## config.mk

```make
export PLATFORM = sky130hd
export DESIGN_NAME = gpi_irq_ctrl
export DESIGN_NICKNAME = d
export VERILOG_FILES = /design/src/rtl/gpi_pkg.sv /design/src/rtl/gpi_sync.sv /design/src/rtl/gpi_regs.sv /design/src/rtl/gpi_detect.sv /design/src/rtl/gpi_prio.sv /design/src/rtl/gpi_irq_ctrl.sv
export SDC_FILE = /design/constraint.sdc
export NUM_CORES = 1
export LEC_CHECK = 0
export CAP_MARGIN = 20
export CORE_MARGIN = 5
export CORE_UTILIZATION = 45
export CTS_CLUSTER_SIZE = 30
export DETAILED_ROUTE_END_ITERATION = 12
export SLEW_MARGIN = 30
export SYNTH_ARGS = -nofsm -noshare
export SYNTH_HDL_FRONTEND = slang
export SYNTH_HIERARCHICAL = 1
export SYNTH_SLANG_ARGS = --single-unit
export TNS_END_PERCENT = 30
```

## constraint.sdc

```tcl
create_clock -name clk -period 2.4 [get_ports clk]
set_input_delay 0.24 -clock clk [delete_from_list [all_inputs] [get_ports clk]]
set_output_delay 0.24 -clock clk [all_outputs]
set_load 0.005 [all_outputs]
```

## src/rtl/gpi_pkg.sv

```systemverilog
package gpi_pkg;

    localparam int HALF_W  = 16;
    localparam int HALF_IW = $clog2(HALF_W);
    localparam int PIN_N   = 2 * HALF_W;
    localparam int PIN_IW  = $clog2(PIN_N);
    localparam int ADDR_W  = 8;

    // Base addresses of the low halves; the high half sits at base + 2.
    localparam logic [ADDR_W-1:0] RA_STAT  = 8'h08;
    localparam logic [ADDR_W-1:0] RA_MASK  = 8'h0C;
    localparam logic [ADDR_W-1:0] RA_KIND  = 8'h10;
    localparam logic [ADDR_W-1:0] RA_POL   = 8'h14;
    localparam logic [ADDR_W-1:0] RA_LATCH = 8'h18;
    localparam logic [ADDR_W-1:0] RA_FALL  = 8'h20;
    localparam logic [ADDR_W-1:0] RA_RISE  = 8'h24;

    typedef struct packed {
        logic [PIN_N-1:0] mask;   // 1 = pin may raise the request
        logic [PIN_N-1:0] kind;   // 1 = edge, 0 = level
        logic [PIN_N-1:0] pol;    // 1 = active high
        logic [PIN_N-1:0] latch;  // 1 = keep edge events
        logic [PIN_N-1:0] fall;   // falling edge enable
        logic [PIN_N-1:0] rise;   // rising edge enable
    } pin_cfg_t;

    localparam pin_cfg_t CFG_RESET = '{
        mask: '0, kind: '0, pol: '1, latch: '0, fall: '1, rise: '1
    };

    // Event detection for one pin from its synchronized value now and one cycle ago.
    function automatic logic pin_hit(input logic kind, input logic pol,
                                     input logic rise_en, input logic fall_en,
                                     input logic now, input logic was);
        if (kind)
            return (rise_en & now & ~was) | (fall_en & ~now & was);
        return now == pol;
    endfunction

    // {found, index} of the lowest set bit of a half.
    function automatic logic [HALF_IW:0] first_set(input logic [HALF_W-1:0] v);
        logic [HALF_IW:0] r;
        r = '0;
        for (int i = HALF_W - 1; i >= 0; i--)
            if (v[i]) r = {1'b1, HALF_IW'(i)};
        return r;
    endfunction

endpackage

```

## src/rtl/gpi_sync.sv

```systemverilog
module gpi_sync #(
    parameter int W = 32
) (
    input  logic         clk,
    input  logic         rst,
    input  logic [W-1:0] din,
    output logic [W-1:0] cur,
    output logic [W-1:0] prv
);
    logic [W-1:0] meta_q, cur_q, prv_q;

    always_ff @(posedge clk) begin
        if (rst) begin
            meta_q <= '0;
            cur_q  <= '0;
            prv_q  <= '0;
        end else begin
            meta_q <= din;
            cur_q  <= meta_q;
            prv_q  <= cur_q;
        end
    end

    assign cur = cur_q;
    assign prv = prv_q;
endmodule

```

## src/rtl/gpi_regs.sv

```systemverilog
module gpi_regs
    import gpi_pkg::*;
(
    input  logic              clk,
    input  logic              rst,
    input  logic              we,
    input  logic [ADDR_W-1:0] addr,
    input  logic [HALF_W-1:0] wdata,
    input  logic [PIN_N-1:0]  stat,
    output pin_cfg_t          cfg,
    output logic [PIN_N-1:0]  clr,
    output logic [HALF_W-1:0] rdata
);
    logic [ADDR_W-1:0] base;
    logic              aligned;
    logic [PIN_IW-1:0] off;
    pin_cfg_t          cfg_q;

    assign base    = {addr[ADDR_W-1:2], 2'b00};
    assign aligned = ~addr[0];
    assign off     = addr[1] ? PIN_IW'(HALF_W) : '0;

    always_ff @(posedge clk) begin
        if (rst) begin
            cfg_q <= CFG_RESET;
        end else if (we && aligned) begin
            case (base)
                RA_MASK:  cfg_q.mask [off +: HALF_W] <= wdata;
                RA_KIND:  cfg_q.kind [off +: HALF_W] <= wdata;
                RA_POL:   cfg_q.pol  [off +: HALF_W] <= wdata;
                RA_LATCH: cfg_q.latch[off +: HALF_W] <= wdata;
                RA_FALL:  cfg_q.fall [off +: HALF_W] <= wdata;
                RA_RISE:  cfg_q.rise [off +: HALF_W] <= wdata;
                default: ;
            endcase
        end
    end

    always_comb begin
        clr = '0;
        if (we && aligned && base == RA_STAT)
            clr[off +: HALF_W] = wdata;
    end

    always_comb begin
        logic [PIN_N-1:0] sel;
        case (base)
            RA_STAT:  sel = stat;
            RA_MASK:  sel = cfg_q.mask;
            RA_KIND:  sel = cfg_q.kind;
            RA_POL:   sel = cfg_q.pol;
            RA_LATCH: sel = cfg_q.latch;
            RA_FALL:  sel = cfg_q.fall;
            RA_RISE:  sel = cfg_q.rise;
            default:  sel = '0;
        endcase
        rdata = aligned ? sel[off +: HALF_W] : '0;
    end

    assign cfg = cfg_q;
endmodule

```

## src/rtl/gpi_detect.sv

```systemverilog
module gpi_detect
    import gpi_pkg::*;
(
    input  logic             clk,
    input  logic             rst,
    input  logic [PIN_N-1:0] cur,
    input  logic [PIN_N-1:0] prv,
    input  pin_cfg_t         cfg,
    input  logic [PIN_N-1:0] clr,
    output logic [PIN_N-1:0] stat
);
    logic [PIN_N-1:0] hit;
    logic [PIN_N-1:0] through;
    logic [PIN_N-1:0] stat_q;

    for (genvar p = 0; p < PIN_N; p++) begin : g_pin
        assign hit[p] = pin_hit(cfg.kind[p], cfg.pol[p], cfg.rise[p],
                                cfg.fall[p], cur[p], prv[p]);
    end

    // Edge pins without hold only show the current detection.
    assign through = cfg.kind & ~cfg.latch;

    always_ff @(posedge clk) begin
        if (rst) stat_q <= '0;
        else     stat_q <= hit | (stat_q & ~clr & ~through);
    end

    assign stat = stat_q;
endmodule

```

## src/rtl/gpi_prio.sv

```systemverilog
module gpi_prio
    import gpi_pkg::*;
(
    input  logic [PIN_N-1:0]  pend,
    output logic              valid,
    output logic [PIN_IW-1:0] idx
);
    logic [1:0]         half_hit;
    logic [HALF_IW-1:0] half_idx [2];

    for (genvar h = 0; h < 2; h++) begin : g_half
        assign {half_hit[h], half_idx[h]} = first_set(pend[h*HALF_W +: HALF_W]);
    end

    assign valid = |half_hit;
    assign idx   = half_hit[0] ? {1'b0, half_idx[0]} : {half_hit[1], half_idx[1]};
endmodule

```

## src/rtl/gpi_irq_ctrl.sv

```systemverilog
module gpi_irq_ctrl
    import gpi_pkg::*;
(
    input  logic              clk,
    input  logic              rst,
    input  logic [PIN_N-1:0]  pin_in,
    input  logic [ADDR_W-1:0] bus_addr,
    input  logic              bus_we,
    input  logic [HALF_W-1:0] bus_wdata,
    output logic [HALF_W-1:0] bus_rdata,
    output logic              irq_out,
    output logic              win_valid,
    output logic [PIN_IW-1:0] win_pin
);
    logic [PIN_N-1:0] cur_w, prv_w, stat_w, clr_w;
    pin_cfg_t         cfg_w;
    logic             irq_q;

    gpi_sync #(.W(PIN_N)) u_sync (
        .clk(clk), .rst(rst), .din(pin_in), .cur(cur_w), .prv(prv_w)
    );

    gpi_regs u_regs (
        .clk(clk), .rst(rst), .we(bus_we), .addr(bus_addr), .wdata(bus_wdata),
        .stat(stat_w), .cfg(cfg_w), .clr(clr_w), .rdata(bus_rdata)
    );

    gpi_detect u_det (
        .clk(clk), .rst(rst), .cur(cur_w), .prv(prv_w), .cfg(cfg_w),
        .clr(clr_w), .stat(stat_w)
    );

    gpi_prio u_prio (
        .pend(stat_w & cfg_w.mask), .valid(win_valid), .idx(win_pin)
    );

    always_ff @(posedge clk) begin
        if (rst) irq_q <= 1'b0;
        else     irq_q <= |(stat_w & cfg_w.mask);
    end

    assign irq_out = irq_q;
endmodule

```

==> results of run 1 <==
-- what timing repair did --
item	CTS	global route
pin swaps	35	14
hold endpoints to repair	0	0
endpoints found under the setup margin	22	18
gates cloned	1	0
gates resized for setup	128	20
setup buffers	8	2
-- state kept, by name, summed over array words and instances, names as in the netlist --
signal,count
u_sync/prv,32
u_sync/cur,32
u_sync/meta_q,32
u_regs/cfg,192
irq_out,1
u_det/stat,32
-- cells by family after synthesis --
group                  share of synthesized area
AND/OR/NAND/NOR                            0.318
AO/OA/AOI/OAI                              0.143
flip-flops                                 0.427
buffers and inverters                     0.0492
multiplexers                              0.0443
XOR/XNOR                                  0.0186
-- synth_stat cells (all sizes together), types with 32 or more instances --
cell type  instances
and3b             65
xnor2             32
buf               68
inv               37
dfxtp            321
a31oi             35
a21oi            131
o21ai             81
mux2i             52
nor2b            150
clkbuf            50
and2              68
nand2            399
nand3b            82
-- area by class of cell --
class                           instances  area [sq um]
Timing Repair Buffer                  292          2780
Sequential cell                       321          6440
Clock buffer                           51          1030
Inverter                               37           139
Tap cell                              448           561
Fill cell                            3014         14000
Clock inverter                         12           150
Multi-Input combinational cell       1313          8140
-- power breakdown --
part	internal (mW)	total, mW	switching, mW
combinational	0.433	0.882	0.449
sequential	5.43	5.50	0.0642
clock	3.32	5.54	2.22
total	9.18	11.9	2.74
-- layer usage --
layer | wire length [um] | part of all wire
met5 | 0 | 0
met4 | 2460 | 0.049
met3 | 2560 | 0.051
met2 | 23100 | 0.46
met1 | 21700 | 0.44
-- per-stage QoR --
| step | hold slack, ps | std cells | setup WS, ps | instance area, sq um | utilization |
|---|---|---|---|---|---|
| CTS | 181 | 2472 | -220 | 19200 | 0.576 |
| floorplan | 309 | 1789 | 608 | 15000 | - |
| finish | 176 | 2474 | -231 | 19200 | 0.578 |
| detailed placement | 422 | 2404 | -729 | 17800 | 0.535 |
| global placement | 417 | 2404 | -688 | 17800 | 0.535 |
| global route | 221 | 2474 | -291 | 19200 | 0.578 |
-- path summary, 6_finish.rpt --
path	startpoint	to	slack [ps]	depth (start not counted)
worst max-delay path	u_regs/cfg[168]	win_pin[2]	-230	7
worst max register to register	u_det/stat[12]	irq_out	110	5
worst min register to register	u_sync/meta_q[24]	u_sync/cur[24]	430	1
worst min-delay path	rst	u_sync/cur[20]	180	2
-- worst register-to-register path: cells and delay by family (launching register included) --
| family | cells | cell delay, ps |
|---|---|---|
| flip-flops | 1 | 330 |
| buffers and inverters | 1 | 160 |
| AO/OA/AOI/OAI | 1 | 360 |
| AND/OR/NAND/NOR | 3 | 1210 |
==> out/summary.txt, run 1 <==
status: complete, but fails checks
failing checks: negative setup slack
Skew-Pair Late Insertion Delay: 520 ps
met2 GRT Util: 0.435
Placer Congestion: 0.966
met3 Resource Use GR: 0.0351
commonest cells after routing, fill and taps aside: nand2_1, dfxtp_1, buf_4
leakage power: 7.88 nW
IO Port Bufs: 81
number of diodes: 0
Cells after Synth: 1789
Final TNS setup: -1040 ps
Layout Nets: 2060
Vias: 13700
post-synth cell types: 61
Max-Cap Viols: 0
kind of critical path: register to output port
crit-path max cell delay: 560 ps
worst path arrival time: 2390 ps
Max VDD drop: 0.419 mV
vias in the first global route: 13200
layout cells sized above 1: 0.203
length of the first detailed-routing pass in iterations: 8
# setup viols final: 6
Hold Crit Class: primary input to register
syn avg cell area: 8.41 sq um
largest net degree at the start of global routing: 95
Chip Width: 193 um
most common cell after layout, fill and taps aside: nand2_1
initial antenna violation count: 0
grt total ovfl: 0
Slew @ Worst Pin: 622 ps
critical path peak fanout: 2
Post-synth ARST share: 0
clock root buffer: clkbuf_16
CTS Hold Bufs: 0
normalized max-slew margin: 0.585
hpwl dp: 34600 um
Area Overhead vs Synth: 27.9%
initial cell density of the core: 0.452
slowest CP cell: or4_4
maximum clock path buffer count: 3
CP required: 2160 ps
# rows: 67
Buf/Inv on CP: 2
Netlist Area Pre-Place: 0.0150 sq mm
fin worst setup slack: -231 ps
Post-synth EDFFs: 0
CTS tree: yes
Top Ports: 82
first-pass GRT wire length: 76100 um
Worst-path clk slew: 60 ps
TritonCTS Buffers: 36
critical path cell sequence: and2_4 -> or4_4 -> buf_4 -> a31oi_4 -> o31ai_2 -> a31oi_2 -> buf_2
overall power: 11.9 mW
WL per Instance: 20.1 um
delay-heaviest family, CP: simple AND/OR/NAND/NOR gates
Clock Skew: 17.8 ps
CORE AREA: 0.0333 sq mm
Achievable Freq: 0.380 GHz
Die ar.: 0.0372 sq mm
ANT nets after route: 0
WL final: 49700 um
Final Max Tran Viols: 0
sequential share of the synthesized area: 0.427
DRC: 0
die height: 193 um
post-synth top area share: 0.427
minimum clock period after layout: 2630 ps
GR Util met1: 0.347
CP startpoint kind: register
PwrDens: 620 mW/mm^2
synthesis warning total: 6
CTS sink cnt: 321
GRT Util Overall: 0.264
GRT busiest layer: met2
RSZ-0062 raised after global routing: yes
post-DR vias/cell: 5.52
fin crit share: 1.10
syn nets: 1848
largest area contributor in the netlist: dfxtp_1
final hold violations: 0
synth top area cells: dfxtp_1, nand2_1, nor2b_1
register bit total from synthesis: 321
Worst setup EP type: output port
H-tree depth: 2
Iter 0 DRT Violations: 1112
predominant post-synthesis flop cell: dfxtp_1
(Power assumes the default switching activity.)
==> run 2, diff against run 1 <==
--- a/config.mk
+++ b/config.mk
@@ -10,6 +10,7 @@
 export CORE_UTILIZATION = 45
 export CTS_CLUSTER_SIZE = 30
 export DETAILED_ROUTE_END_ITERATION = 12
+export GPL_TIMING_DRIVEN = 1
 export SLEW_MARGIN = 30
 export SYNTH_ARGS = -nofsm -noshare
 export SYNTH_HDL_FRONTEND = slang
==> constraint.sdc (replaced) <==
create_clock -name clk -period 2.99 [get_ports clk]
set_input_delay 0.299 -clock clk [delete_from_list [all_inputs] [get_ports clk]]
set_output_delay 0.299 -clock clk [all_outputs]
set_load 0.005 [all_outputs]
==> out/summary.txt, run 2 (synthesis gave the netlist of run 1 again) <==
Iter 0 DRT Violations: 1206 (+8.5%)
CTS sink cnt: 321 (unchanged)
Clock Skew: 23.2 ps (+5.38 ps)
TritonCTS Buffers: 37 (+2.8%)
DRC: 0 (unchanged)
Achievable Freq: 0.331 GHz
post-DR vias/cell: 5.62 (+1.7%)
ANT nets after route: 0 (unchanged)
kind of critical path: primary input to output port
crit-path most repeated cell: clkdlybuf4s50_1
Hold Crit Class: primary input to register
Skew-Pair Late Insertion Delay: 520 ps (about the same)
length of the first detailed-routing pass in iterations: 8 (unchanged)
# setup viols final: 2 (-4)
maximum clock path buffer count: 3 (unchanged)
Top Ports: 82 (unchanged)
Chip Width: 193 um (unchanged)
critical path peak fanout: 16 (+14)
commonest cells after routing, fill and taps aside: nand2_1, dfxtp_1, nor2b_1
internal power: 7.54 mW (-18%)
Hold WS: 253 ps (+77.1 ps)
WL per Instance: 20.4 um (+1.3%)
hpwl dp: 32300 um (-6.9%)
leakage power: 7.26 nW (-8.0%)
CORE AREA: 0.0333 sq mm (unchanged)
PwrDens: 536 mW/mm^2 (-13%)
Placer Congestion: 0.924 (-4.3%)
layout cells sized above 1: 0.129 (-0.0740)
initial cell density of the core: 0.452 (unchanged)
Slew @ Worst Pin: 707 ps (+84.8 ps)
GRT Util Overall: 0.253 (-0.0109)
first-pass GRT wire length: 73300 um (-3.6%)
largest net degree at the start of global routing: 102 (+7.4%)
clock group share of total power: 0.479 (+0.014)
CP startpoint kind: primary input
Area Overhead vs Synth: 20.1%
failing checks: negative setup slack
Worst setup EP type: output port
Final Max Tran Viols: 0 (unchanged)
final hold violations: 0 (unchanged)
placed cells: 2286 (-4.9%)
overall power: 9.69 mW (-19%)
Final TNS setup: -38.9 ps (+996 ps)
grt total ovfl: 0 (unchanged)
Post-Place Setup Slack: -217 ps (+512 ps)
number of diodes: 0 (unchanged)
Die ar.: 0.0372 sq mm (unchanged)
worst path arrival time: 2720 ps (+330 ps)
die height: 193 um (unchanged)
fin crit share: 1.01
IO Port Bufs: 81 (unchanged)
vias in the first global route: 12600 (-4.5%)
most common cell after layout, fill and taps aside: nand2_1
Largest register FFs: 192 (unchanged)
initial antenna violation count: 1 (+1)
crit-path max cell delay: 590 ps (+30 ps)
RSZ-0062 raised after global routing: yes
Vias: 13200 (-3.1%)
H-tree depth: 2 (unchanged)
Layout Nets: 1943 (-5.7%)
WL final: 48000 um (-3.5%)
normalized max-slew margin: 0.527 (-0.0580)
slowest CP cell: or4b_4
minimum clock period after layout: 3020 ps
# rows: 67 (unchanged)
CP required: 2690 ps (+530 ps)
fin worst setup slack: -28.2 ps (+203 ps)
Max VDD drop: 0.424 mV (+1.3%)
critical path cell sequence: clkdlybuf4s50_1 -> or4b_4 -> nor3_4 -> buf_12 -> a222oi_1 -> o211a_1 -> nor3_2 -> buf_4 -> clkdlybuf4s50_1
sequential group share of total power: 0.455 (-0.006)
sw frac: 0.222 (-0.00798)
Worst-path clk slew: 50 ps (about the same)
clock root buffer: clkbuf_16
Post-Layout Cell Count: 2357 (-4.7%)
CTS tree: yes
status: complete, but fails checks
Max-Cap Viols: 0 (unchanged)
Net Switching: 2.15 mW (-22%)
Comb power frac: 0.065 (-0.009)
CTS Hold Bufs: 0 (unchanged)
==> run 2: cell types whose count changed in the layout (fill, tap and decap cells not counted), sizes merged <==
cell,delta
bufinv,+2
inv,-2
dlymetal6s2s,+6
buf,-131
clkbuf,+1
clkinv,-2
clkdlybuf4s50,+11
clkinvlp,+1
clkdlybuf4s15,-3
==> run 2: cell type report <==
type | count | area (sq um)
repair buffers | 174 | 1680
inverters | 37 | 139
multi-input cells | 1313 | 8020
clock buffers | 53 | 1060
fillers | 3124 | 15200
well taps | 448 | 561
clock inverters | 11 | 186
flip-flops and latches | 321 | 6430
==> run 2: routing by layer <==
metal / vias to the layer above / track usage / share of wire
li1: 6310 / - / -
met1: 6320 / 0.337 / 0.43
met2: 484 / 0.414 / 0.46
met3: 124 / 0.0371 / 0.064
met4: 2 / 0.103 / 0.043
met5: - / 0 / 0.00027
==> run 2: power by group through the flow <==
stage / clock network (mW) / registers, mW / logic, mW
final: 4.64 / 4.41 / 0.634
after detailed placement: 0 / 4.51 / 0.619
after global placement: 0 / 4.51 / 0.613
after global routing: 4.92 / 4.42 / 0.679
after CTS: 4.73 / 4.41 / 0.629
after floorplan: 0 / 4.48 / 0.363
==> run 2: critical path: cells and delay by family <==
family          cells  cell delay (ps)
simple gates        3              890
compound gates      2              260
buf+inv             4             1260
==> run 2: path summary, 6_finish.rpt <==
path / from / endpoint / slack [ps] / depth (start not counted)
min reg2reg: u_sync/meta_q[7] / u_sync/cur[7] / 440 / 1
max reg2reg: u_det/stat[12] / irq_out / 910 / 4
max: bus_addr[4] / bus_rdata[8] / -30 / 9
min: rst / u_sync/prv[17] / 250 / 2
==> run 2: timing repair <==
action,in CTS,in global routing
buffers inserted,0,7
gates resized for setup,27,17
endpoints found under the setup margin,21,14
pin swaps,7,3
==> run 2: per-stage QoR <==
stage          utilization  instance area, sq um
6_report             0.543                 18100
4_1_cts              0.540                 18000
5_1_grt              0.543                 18100
3_5_place_dp         0.500                 16700
3_3_place_gp         0.500                 16700
2_1_floorplan            -                 15000
